### src/rtl/seed_src_pkg.sv
package seed_src_pkg;

   // control register bit positions
   localparam int unsigned CB_LEGA = 1;
   localparam int unsigned CB_EXT  = 3;
   localparam int unsigned CB_LEGB = 4;
   localparam int unsigned CB_GO   = 5;
   localparam int unsigned CB_TST  = 6;
   localparam int unsigned CB_GEN  = 7;
   localparam int unsigned CB_ONE  = 9;
   localparam int unsigned CB_PDIS = 10;

   // byte offsets
   localparam logic [7:0] OFS_CTRL    = 8'h08;
   localparam logic [7:0] OFS_BIT     = 8'h14;
   localparam logic [7:0] OFS_EXT     = 8'h40;
   localparam logic [7:0] OFS_PER     = 8'h80;
   localparam logic [7:0] OFS_HIDE_LO = 8'h40;
   localparam logic [7:0] OFS_HIDE_HI = 8'hAC;

   localparam logic [15:0] REV_SPLIT = 16'h0200;

   typedef enum logic [1:0] {
      SRC_ENT = 2'd0,
      SRC_TST = 2'd1,
      SRC_EXT = 2'd2
   } seed_src_e;

endpackage

### src/rtl/seed_word_bank.sv
module seed_word_bank #(
   parameter int unsigned WORD_W  = 32,
   parameter int unsigned N_WORDS = 12,
   parameter int unsigned ADDR_W  = 8,
   parameter logic [ADDR_W-1:0] BASE = '0
) (
   input  logic                        clk,
   input  logic                        rst_n,
   input  logic                        wr_en_i,
   input  logic [ADDR_W-1:0]           addr_i,
   input  logic [WORD_W-1:0]           wdata_i,
   output logic [WORD_W*N_WORDS-1:0]   words_o
);
   localparam int unsigned STRIDE = WORD_W / 8;

   if (WORD_W % 8 != 0) begin : g_bad_word
      $error("seed_word_bank: WORD_W must be a whole number of bytes");
   end

   for (genvar k = 0; k < N_WORDS; k++) begin : g_word
      localparam logic [ADDR_W-1:0] OFS = BASE + ADDR_W'(k * STRIDE);
      logic [WORD_W-1:0] q;

      always_ff @(posedge clk or negedge rst_n) begin
         if (!rst_n)
            q <= '0;
         else if (wr_en_i && addr_i == OFS)
            q <= wdata_i;
      end

      assign words_o[k*WORD_W +: WORD_W] = q;
   end
endmodule

### src/rtl/seed_tst_shift.sv
module seed_tst_shift #(
   parameter int unsigned TST_W = 128
) (
   input  logic             clk,
   input  logic             rst_n,
   input  logic             shift_i,
   input  logic             bit_i,
   output logic [TST_W-1:0] tst_o
);
   localparam int unsigned HALF_W = TST_W / 2;

   if (TST_W % 2 != 0 || TST_W < 4) begin : g_bad_tst
      $error("seed_tst_shift: TST_W must be even and at least 4");
   end

   logic [HALF_W-1:0] lo_q;
   logic [HALF_W-1:0] hi_q;

   always_ff @(posedge clk or negedge rst_n) begin
      if (!rst_n) begin
         lo_q <= '0;
         hi_q <= '0;
      end else if (shift_i) begin
         lo_q <= {lo_q[HALF_W-2:0], bit_i};
         hi_q <= {hi_q[HALF_W-2:0], lo_q[HALF_W-1]};
      end
   end

   assign tst_o = {hi_q, lo_q};
endmodule

### src/rtl/seed_select.sv
module seed_select
   import seed_src_pkg::*;
#(
   parameter int unsigned SEED_W = 384,
   parameter int unsigned TST_W  = 128
) (
   input  logic                clk,
   input  logic                rst_n,
   input  logic                trig_i,
   input  logic                trig_gen_i,
   input  logic                ext_sel_i,
   input  logic                tst_sel_i,
   input  logic                pdis_i,
   input  logic [SEED_W-1:0]   ext_i,
   input  logic [SEED_W-1:0]   pers_i,
   input  logic [TST_W-1:0]    tst_i,
   input  logic [SEED_W-1:0]   ent_i,
   output logic [2*SEED_W-1:0] seed_o,
   output logic                cap_o,
   output logic                reseed_o,
   output logic                gen_o
);
   if (TST_W > SEED_W) begin : g_bad_fit
      $error("seed_select: test seed wider than seed field");
   end

   seed_src_e         src;
   logic [SEED_W-1:0] src_word;
   logic [SEED_W-1:0] pers_word;

   always_comb begin
      if (ext_sel_i)
         src = SRC_EXT;
      else if (tst_sel_i)
         src = SRC_TST;
      else
         src = SRC_ENT;
   end

   always_comb begin
      case (src)
         SRC_EXT: src_word = ext_i;
         SRC_TST: src_word = SEED_W'(tst_i);
         default: src_word = ent_i;
      endcase
   end

   assign pers_word = pdis_i ? '0 : pers_i;

   logic                trig_q, tg1_q, cap_q, tg2_q, reseed_q, tg3_q, gen_q;
   logic [2*SEED_W-1:0] seed_q;

   always_ff @(posedge clk or negedge rst_n) begin
      if (!rst_n) begin
         trig_q   <= 1'b0;
         tg1_q    <= 1'b0;
         cap_q    <= 1'b0;
         tg2_q    <= 1'b0;
         reseed_q <= 1'b0;
         tg3_q    <= 1'b0;
         gen_q    <= 1'b0;
         seed_q   <= '0;
      end else begin
         trig_q   <= trig_i;
         tg1_q    <= trig_i & trig_gen_i;
         cap_q    <= trig_q;
         tg2_q    <= tg1_q;
         reseed_q <= cap_q;
         tg3_q    <= tg2_q;
         gen_q    <= tg3_q;
         if (trig_q)
            seed_q <= {src_word, pers_word};
      end
   end

   assign seed_o   = seed_q;
   assign cap_o    = cap_q;
   assign reseed_o = reseed_q;
   assign gen_o    = gen_q;
endmodule

### src/rtl/seed_src_top.sv
module seed_src_top
   import seed_src_pkg::*;
#(
   parameter int unsigned WORD_W  = 32,
   parameter int unsigned N_WORDS = 12,
   parameter int unsigned TST_W   = 128,
   parameter int unsigned ADDR_W  = 8,
   parameter int unsigned CTRL_W  = 11,
   parameter logic [15:0] HW_REV  = 16'h0200,
   localparam int unsigned SEED_W = WORD_W * N_WORDS
) (
   input  logic                clk,
   input  logic                rst_n,
   input  logic                wr_en_i,
   input  logic                rd_en_i,
   input  logic [ADDR_W-1:0]   addr_i,
   input  logic [WORD_W-1:0]   wdata_i,
   output logic [WORD_W-1:0]   rdata_o,
   input  logic [WORD_W-1:0]   status_i,
   input  logic                src_en_i,
   input  logic [SEED_W-1:0]   entropy_i,
   output logic [2*SEED_W-1:0] seed_o,
   output logic                reseed_o,
   output logic                gen_o
);
   localparam bit LEGACY = (HW_REV < REV_SPLIT);
   localparam int unsigned BANK_SPAN = N_WORDS * (WORD_W / 8);

   if (CTRL_W <= CB_PDIS || CTRL_W > WORD_W) begin : g_bad_ctrl
      $error("seed_src_top: CTRL_W must cover the control bits and fit a word");
   end
   if (ADDR_W < 8) begin : g_bad_addr
      $error("seed_src_top: ADDR_W too narrow for the register map");
   end
   if (BANK_SPAN > 32'h40) begin : g_bad_span
      $error("seed_src_top: seed banks overlap");
   end

   logic [ADDR_W-1:0] ofs_ctrl, ofs_bit, hide_lo, hide_hi;
   assign ofs_ctrl = ADDR_W'(OFS_CTRL);
   assign ofs_bit  = ADDR_W'(OFS_BIT);
   assign hide_lo  = ADDR_W'(OFS_HIDE_LO);
   assign hide_hi  = ADDR_W'(OFS_HIDE_HI);

   // revision-dependent write behaviour
   logic [CTRL_W-1:0] ctrl_keep;
   logic              bit_path_en;

   if (LEGACY) begin : g_rev_old
      assign ctrl_keep   = ~((CTRL_W'(1) << CB_PDIS) | (CTRL_W'(1) << CB_ONE));
      assign bit_path_en = 1'b0;
   end else begin : g_rev_new
      assign ctrl_keep   = ~((CTRL_W'(1) << CB_LEGB) | (CTRL_W'(1) << CB_LEGA));
      assign bit_path_en = 1'b1;
   end

   // control register
   logic [CTRL_W-1:0] ctrl_q;
   logic              ctrl_wr;
   assign ctrl_wr = wr_en_i && (addr_i == ofs_ctrl);

   always_ff @(posedge clk or negedge rst_n) begin
      if (!rst_n)
         ctrl_q <= '0;
      else if (ctrl_wr)
         ctrl_q <= wdata_i[CTRL_W-1:0] & ctrl_keep;
   end

   // reseed requests
   logic shift_en, trig_ctl, trig;
   assign shift_en = wr_en_i && (addr_i == ofs_bit) && bit_path_en
                     && ctrl_q[CB_TST] && src_en_i;
   assign trig_ctl = ctrl_wr && wdata_i[CB_GO] && !wdata_i[CB_GEN];
   assign trig     = shift_en || trig_ctl;

   // storage
   logic [SEED_W-1:0] ext_words, pers_words;
   logic [TST_W-1:0]  tst_seed;

   seed_word_bank #(
      .WORD_W (WORD_W), .N_WORDS(N_WORDS), .ADDR_W(ADDR_W),
      .BASE   (ADDR_W'(OFS_EXT))
   ) u_ext_bank (
      .clk(clk), .rst_n(rst_n), .wr_en_i(wr_en_i), .addr_i(addr_i),
      .wdata_i(wdata_i), .words_o(ext_words)
   );

   seed_word_bank #(
      .WORD_W (WORD_W), .N_WORDS(N_WORDS), .ADDR_W(ADDR_W),
      .BASE   (ADDR_W'(OFS_PER))
   ) u_pers_bank (
      .clk(clk), .rst_n(rst_n), .wr_en_i(wr_en_i), .addr_i(addr_i),
      .wdata_i(wdata_i), .words_o(pers_words)
   );

   seed_tst_shift #(.TST_W(TST_W)) u_tst (
      .clk(clk), .rst_n(rst_n), .shift_i(shift_en), .bit_i(wdata_i[0]),
      .tst_o(tst_seed)
   );

   logic cap_w;

   seed_select #(.SEED_W(SEED_W), .TST_W(TST_W)) u_sel (
      .clk       (clk),
      .rst_n     (rst_n),
      .trig_i    (trig),
      .trig_gen_i(shift_en),
      .ext_sel_i (ctrl_q[CB_EXT]),
      .tst_sel_i (ctrl_q[CB_TST]),
      .pdis_i    (ctrl_q[CB_PDIS]),
      .ext_i     (ext_words),
      .pers_i    (pers_words),
      .tst_i     (tst_seed),
      .ent_i     (entropy_i),
      .seed_o    (seed_o),
      .cap_o     (cap_w),
      .reseed_o  (reseed_o),
      .gen_o     (gen_o)
   );

   // read path: seed material never leaves the block
   logic [WORD_W-1:0] rdata_q;
   logic              hide_hit;
   assign hide_hit = (addr_i >= hide_lo) && (addr_i <= hide_hi);

   always_ff @(posedge clk or negedge rst_n) begin
      if (!rst_n)
         rdata_q <= '0;
      else if (rd_en_i) begin
         if (hide_hit)
            rdata_q <= status_i;
         else if (addr_i == ofs_ctrl)
            rdata_q <= WORD_W'(ctrl_q);
         else
            rdata_q <= '0;
      end
   end

   assign rdata_o = rdata_q;
endmodule

### config.mk
export PLATFORM = sky130hd
export DESIGN_NAME = seed_src_top
export DESIGN_NICKNAME = d
export VERILOG_FILES = /design/src/rtl/seed_src_pkg.sv /design/src/rtl/seed_word_bank.sv /design/src/rtl/seed_tst_shift.sv /design/src/rtl/seed_select.sv /design/src/rtl/seed_src_top.sv
export SDC_FILE = /design/constraint.sdc
export NUM_CORES = 2
export LEC_CHECK = 0
export CORE_AREA = 3 3 484 486
export DETAILED_ROUTE_END_ITERATION = 8
export DIE_AREA = 0 0 487 489
export GPL_ROUTABILITY_DRIVEN = 0
export PLACE_DENSITY = 0.57
export SLEW_MARGIN = 30
export SYNTH_ARGS = -nofsm -noshare
export SYNTH_HDL_FRONTEND = slang
export SYNTH_HIERARCHICAL = 1
export SYNTH_SLANG_ARGS = --single-unit
### constraint.sdc
create_clock -name clk -period 2.3 [get_ports clk]
set_input_delay 0.69 -clock clk [delete_from_list [all_inputs] [get_ports clk]]
set_output_delay 0.69 -clock clk [all_outputs]
set_load 0.03 [all_outputs]
======== Yosys cells after proc, flatten, opt, wreduce, memory -nomap -nowiden ========
Index checks and enable logic that the tools add are counted.
operators by class
  reductions and logical operators ........ 33
  $lt $le $gt $ge ......................... 2
  multiplexer cells ....................... 6
  eq/ne operators ......................... 28
  bitwise operators ....................... 1
operator list
  cell                                                    count
  one-hot mux 384 bit (2 select lines)                    1
  two-way mux 384 bit                                     1
  == test 8 x 7 -> 1 bit (second input constant)          12
  == test 8 bit (second input constant)                   12
  two-way mux 32 bit                                      1
  logical AND 1 bit                                       31
  two-way mux 11 bit                                      1
  == test 8 x 4 -> 1 bit (second input constant)          1
  == test 8 x 5 -> 1 bit (second input constant)          1
  >= comparator 8 x 7 -> 1 bit (second input constant)    1
  less-or-equal comparator 8 bit (second input constant)  1
  == test 2 x 1 -> 1 bit (second input constant)          1
  == test 2 bit (second input constant)                   1
  two-way mux 2 bit                                       1
  AND 1 bit                                               1
  logical NOT 1 bit                                       1
  logical OR 1 bit                                        1
  two-way mux 1 bit                                       1
storage, ports and cells
  flip-flop bits (word level) ............. 1,712
  word-level logic and storage cells ...... 106
  output and inout bits ................... 802
  bits of input ports ..................... 461

======== Depth between registers and ports, before layout ========
  word-level depth ........................ 6
  gate-level depth with buffers ........... 7

======== By module ========
Netlist, hierarchy kept.
by module, submodules not included
  module          sequential area each (um^2)  cells an instance  instances  area an instance (um^2)
  seed_select     19,393.6                     3,806              1          37,036.8
  seed_word_bank  9,609.2                      860                2          14,591.5
  seed_tst_shift  3,203.1                      270                1          4,822.1
  seed_src_top    1,026.0                      114                1          1,674.1

======== Worst setup path after synthesis ========
No wires, ideal clock.
  path kind ............................... input to register
  start ................................... in addr_i[1]
  end ..................................... reg u_ext_bank.g_word[4].q[10]
  setup time .............................. 0.125 ns
  setup slack ............................. 0.012 ns
  arrival ................................. 2.163 ns
  cell stages on the path ................. 5
  path through ............................ or4_4 -> or3_1 -> buf_2 -> buf_6 -> mux2_4
on the way
  word-level cells in the longest chain between the ends .. 2
ends and longest elaborated chain
  element                 line                  RTL
  start: declaration      seed_src_top.sv:16    input logic [ADDR_W-1:0] addr_i,
  == test 8 x 7 -> 1 bit  seed_word_bank.sv:27  else if (wr_en_i && addr_i == OFS)
  logical AND 1 bit       seed_word_bank.sv:27
  end signal: assignment  seed_word_bank.sv:28  q <= wdata_i;
  end: declaration        seed_word_bank.sv:22  logic [WORD_W-1:0] q;
No other way between the ends.
A chain may end at the register's enable or synchronous reset.

======== Worst setup path in the final report ========
  start ................................... in addr_i[0]
  end ..................................... reg u_ext_bank.g_word[4].q[30]
Same word-level chain as after synthesis.

==> results.sh <==
export IMPL_status="completed"
export IMPL_reg2reg_to="u_sel/seed_o[498]"
export IMPL_viasPerCell=5.11
export IMPL_hold_class="reg2reg"
export IMPL_clock_sinks=1712
export IMPL_dieArea_um2=238000
export IMPL_fp_row_count=176
export IMPL_critPathMaxStageDelay_ns=0.60
export IMPL_whs_endpoint="u_sel/reseed_o"
export IMPL_synth_seq_area_share=0.589
export IMPL_place_port_buffers=1262
export IMPL_finClkSkew_ns=0.0736
export IMPL_r2r_start="ctrl_q[3]"
export IMPL_cellLeakagePower_nw=43.0
export IMPL_grt_usage=0.238
export IMPL_cpMaxStageDelayCell="or4_4"
export IMPL_route_vias_total=53000
export IMPL_synth_edff_count=0
export IMPL_finalNetCount=7609
export IMPL_hpwl_um=200000
export IMPL_die_width_um=487
export IMPL_drc=0
export IMPL_area_growth_pct=29.9
export IMPL_cts_clk_slew_worst_paths_ns=0.06
export IMPL_h_tree_depth=4
export IMPL_grt_overflow=0
export IMPL_dieHeight_um=489
export IMPL_rsz0062_at_grt="yes"
export IMPL_worstPathRequired_ns=2.98
export IMPL_first_iter_violations=4638
export IMPL_maxCapViolCount=0
export IMPL_clk_path_buf_depth=3
export IMPL_grt_pass1_wl_um=408000
export IMPL_fin_crit_ns=2.30
export IMPL_grt_pass1_vias=53000
export IMPL_root_buffer="clkbuf_16"
export IMPL_rr_worst_depth=3
export IMPL_cts_tree="yes"
export IMPL_ys_seq_elements=1712
export IMPL_relSlewSlack=0.338
export IMPL_synth_top_area_share=0.589
export IMPL_core_area_um2=230000
export IMPL_grt_max_degree=124
export IMPL_worst_slew_pin_slew_ns=0.992
export IMPL_preCtsSetupSlack_ns=-0.890
export IMPL_synth_distinct_cells=39
export IMPL_critPathCaptureType="register"
export IMPL_cts_buffers=186
export IMPL_detail_route_wl_per_cell_um=28.2
export IMPL_fillers=21900
export IMPL_setup_violations_final=0
export IMPL_arrival_ns=2.97
export IMPL_final_common_cell="dfrtp_1"
export IMPL_io_pins=1263
export IMPL_tns_ns=0
export IMPL_crit_type="in2reg"
export IMPL_hold_path_depth=0
export IMPL_wl_um=293000
export IMPL_placed_area_um2=89900
export IMPL_layout_common_cells="1,634 x dfrtp_1, 672 x mux2_2, 515 x buf_2"
export IMPL_drive_gt1_frac=0.312
export IMPL_netlist_instances=5910
export IMPL_synth_warnings=6
export IMPL_drt_first_pass_iters=6
export IMPL_peakVddDrop_mv=0.649
export IMPL_synth_area_top_cells="dfrtp_1 59%, mux2_2 10%, nand3b_1 4.0%, or3b_1 3.1%, o21ai_1 2.6%"
export IMPL_hold_slack_ns=0.351
export IMPL_netlist_area_um2=72700
export IMPL_drv_slew=0
export IMPL_synth_main_ff_cell="dfrtp_1"
export IMPL_max_freq_ghz=0.435
export IMPL_finalHoldViolCount=0
export IMPL_fin_crit_sh=0.999
export IMPL_grt_antenna_before_repair=64
export IMPL_avgSynthCellArea_um2=12.3
export IMPL_syn_nets=6371
export IMPL_synthArstFlopShare=1.00
export IMPL_fin_area_um2=94500
export IMPL_hp_start="u_sel/cap_o"
export IMPL_ant_nets=0
export IMPL_p_per_area_nw_per_um2=728
export IMPL_clkLatencyLatePin_ns=0.86
export IMPL_critPathLaunchType="input pin"
export IMPL_start_util=0.316
export IMPL_synth_area_leader_cell="dfrtp_1"
export IMPL_regToRegSetupSlack_ns=0.36
export IMPL_crit_fanout=32
export IMPL_setup_slack_ns=0.00337
export IMPL_crit_chain="clkdlybuf4s50_1 -> or4_4 -> or3_2 -> buf_12 -> mux2_4"
## worst max-delay path: cells and delay by family
| family | cells | cell delay, ns |
|---|---|---|
| buffers and inverters | 2 | 0.76 |
| multiplexers | 1 | 0.33 |
| AND/OR/NAND/NOR | 2 | 1.14 |
## sequential cells by signal (all words and copies together) (netlist names)
register              flops
ctrl_q                    9
rdata_o                  32
u_ext_bank/g_word.q     384
u_pers_bank/g_word.q    384
u_sel/cap_o               1
u_sel/gen_o               1
u_sel/reseed_o            1
u_sel/seed_o            768
u_sel/tg1_q               1
u_sel/tg2_q               1
u_sel/tg3_q               1
u_sel/trig_q              1
u_tst/hi_q               64
u_tst/lo_q               64
## cells by family (layout without fill, tap and decap cells)
family / Yosys count / after routing / synth area share
AOI/OAI and AO/OA: 802 / 802 / 0.0658
buffers and inverters: 893 / 2284 / 0.0599
and+or+nand+nor: 1469 / 1469 / 0.124
DFF: 1712 / 1712 / 0.589
muxes: 1034 / 1034 / 0.161
other: 0 / 54 / 0
## layer usage
metal  track usage  routed length (um)  vias to the layer above  share of wire
li1              -                   -                    23000              -
met1         0.315              122000                    27500           0.42
met2         0.387              140000                     2111           0.48
met3        0.0474               20100                      381          0.069
met4        0.0856               10400                       12          0.035
met5             0                  63                        -        0.00022
## through the flow
stage | std cells | power, mW | util
after floorplan | 5910 | 34.0 | -
after global placement | 9982 | 37.4 | 0.391
after detailed placement | 9982 | 37.5 | 0.391
after CTS | 10300 | 69.6 | 0.410
after global routing | 10300 | 71.1 | 0.410
final | 10400 | 68.8 | 0.411
## layout make-up
cell class,count,area [um^2],area share
Inverter,387,1450,0.0154
Multi-Input combinational cell,3305,25600,0.271
Timing Repair Buffer,1556,13900,0.147
Tap cell,3026,3790,0.0401
Clock buffer,274,5500,0.0582
Clock inverter,67,1140,0.0120
Antenna cell,54,135,0.00143
Sequential cell,1712,42900,0.455
## synthesized netlist by cell type, types with 24 or more instances
library cell and count:
nand2b_1 133, buf_4 24, a31oi_1 256, dfrtp_1 1712, mux2_2 672, o211ai_1 128
nand2_1 256, nor2_1 257, or3b_1 256, mux2i_1 129, nand3b_1 386, buf_6 83
clkbuf_1 218, mux2_1 170, mux2_4 63, o21ai_1 384, inv_1 387, buf_2 167
nand3_1 129
## timing repair
| action | in CTS | in global routing |
|---|---|---|
| setup buffers | 1 | 1 |
| pin swaps | 0 | 1 |
| hold buffers | 1 | 0 |
| endpoints found under the hold margin | 18 | 0 |
| gates resized for setup | 3612 | 16 |
| setup endpoints to repair | 771 | 29 |
| gates cloned | 0 | 1 |
## report_power, final
group / leakage, nW / internal [mW] / switching [mW]
logic: 18.1 / 2.26 / 3.09
clock network: 3.24 / 18.7 / 13.2
registers: 21.7 / 31.0 / 0.510
## worst max path at each step
stage                            from                          to  slack [ns]  depth (start not counted)
floorplan                   addr_i[1]  u_ext_bank/g_word[4].q[10]        0.01                          5
global placement            addr_i[1]   u_ext_bank/g_word[4].q[5]       -0.87                          5
detailed placement          addr_i[1]  u_ext_bank/g_word[4].q[19]       -0.89                          5
CTS                 u_sel/seed_o[397]                 seed_o[397]       -0.03                          1
global route        u_sel/seed_o[397]                 seed_o[397]      -0.006                          1
finish                      addr_i[0]  u_ext_bank/g_word[4].q[30]       0.003                          5
(Power assumes the default switching activity.)
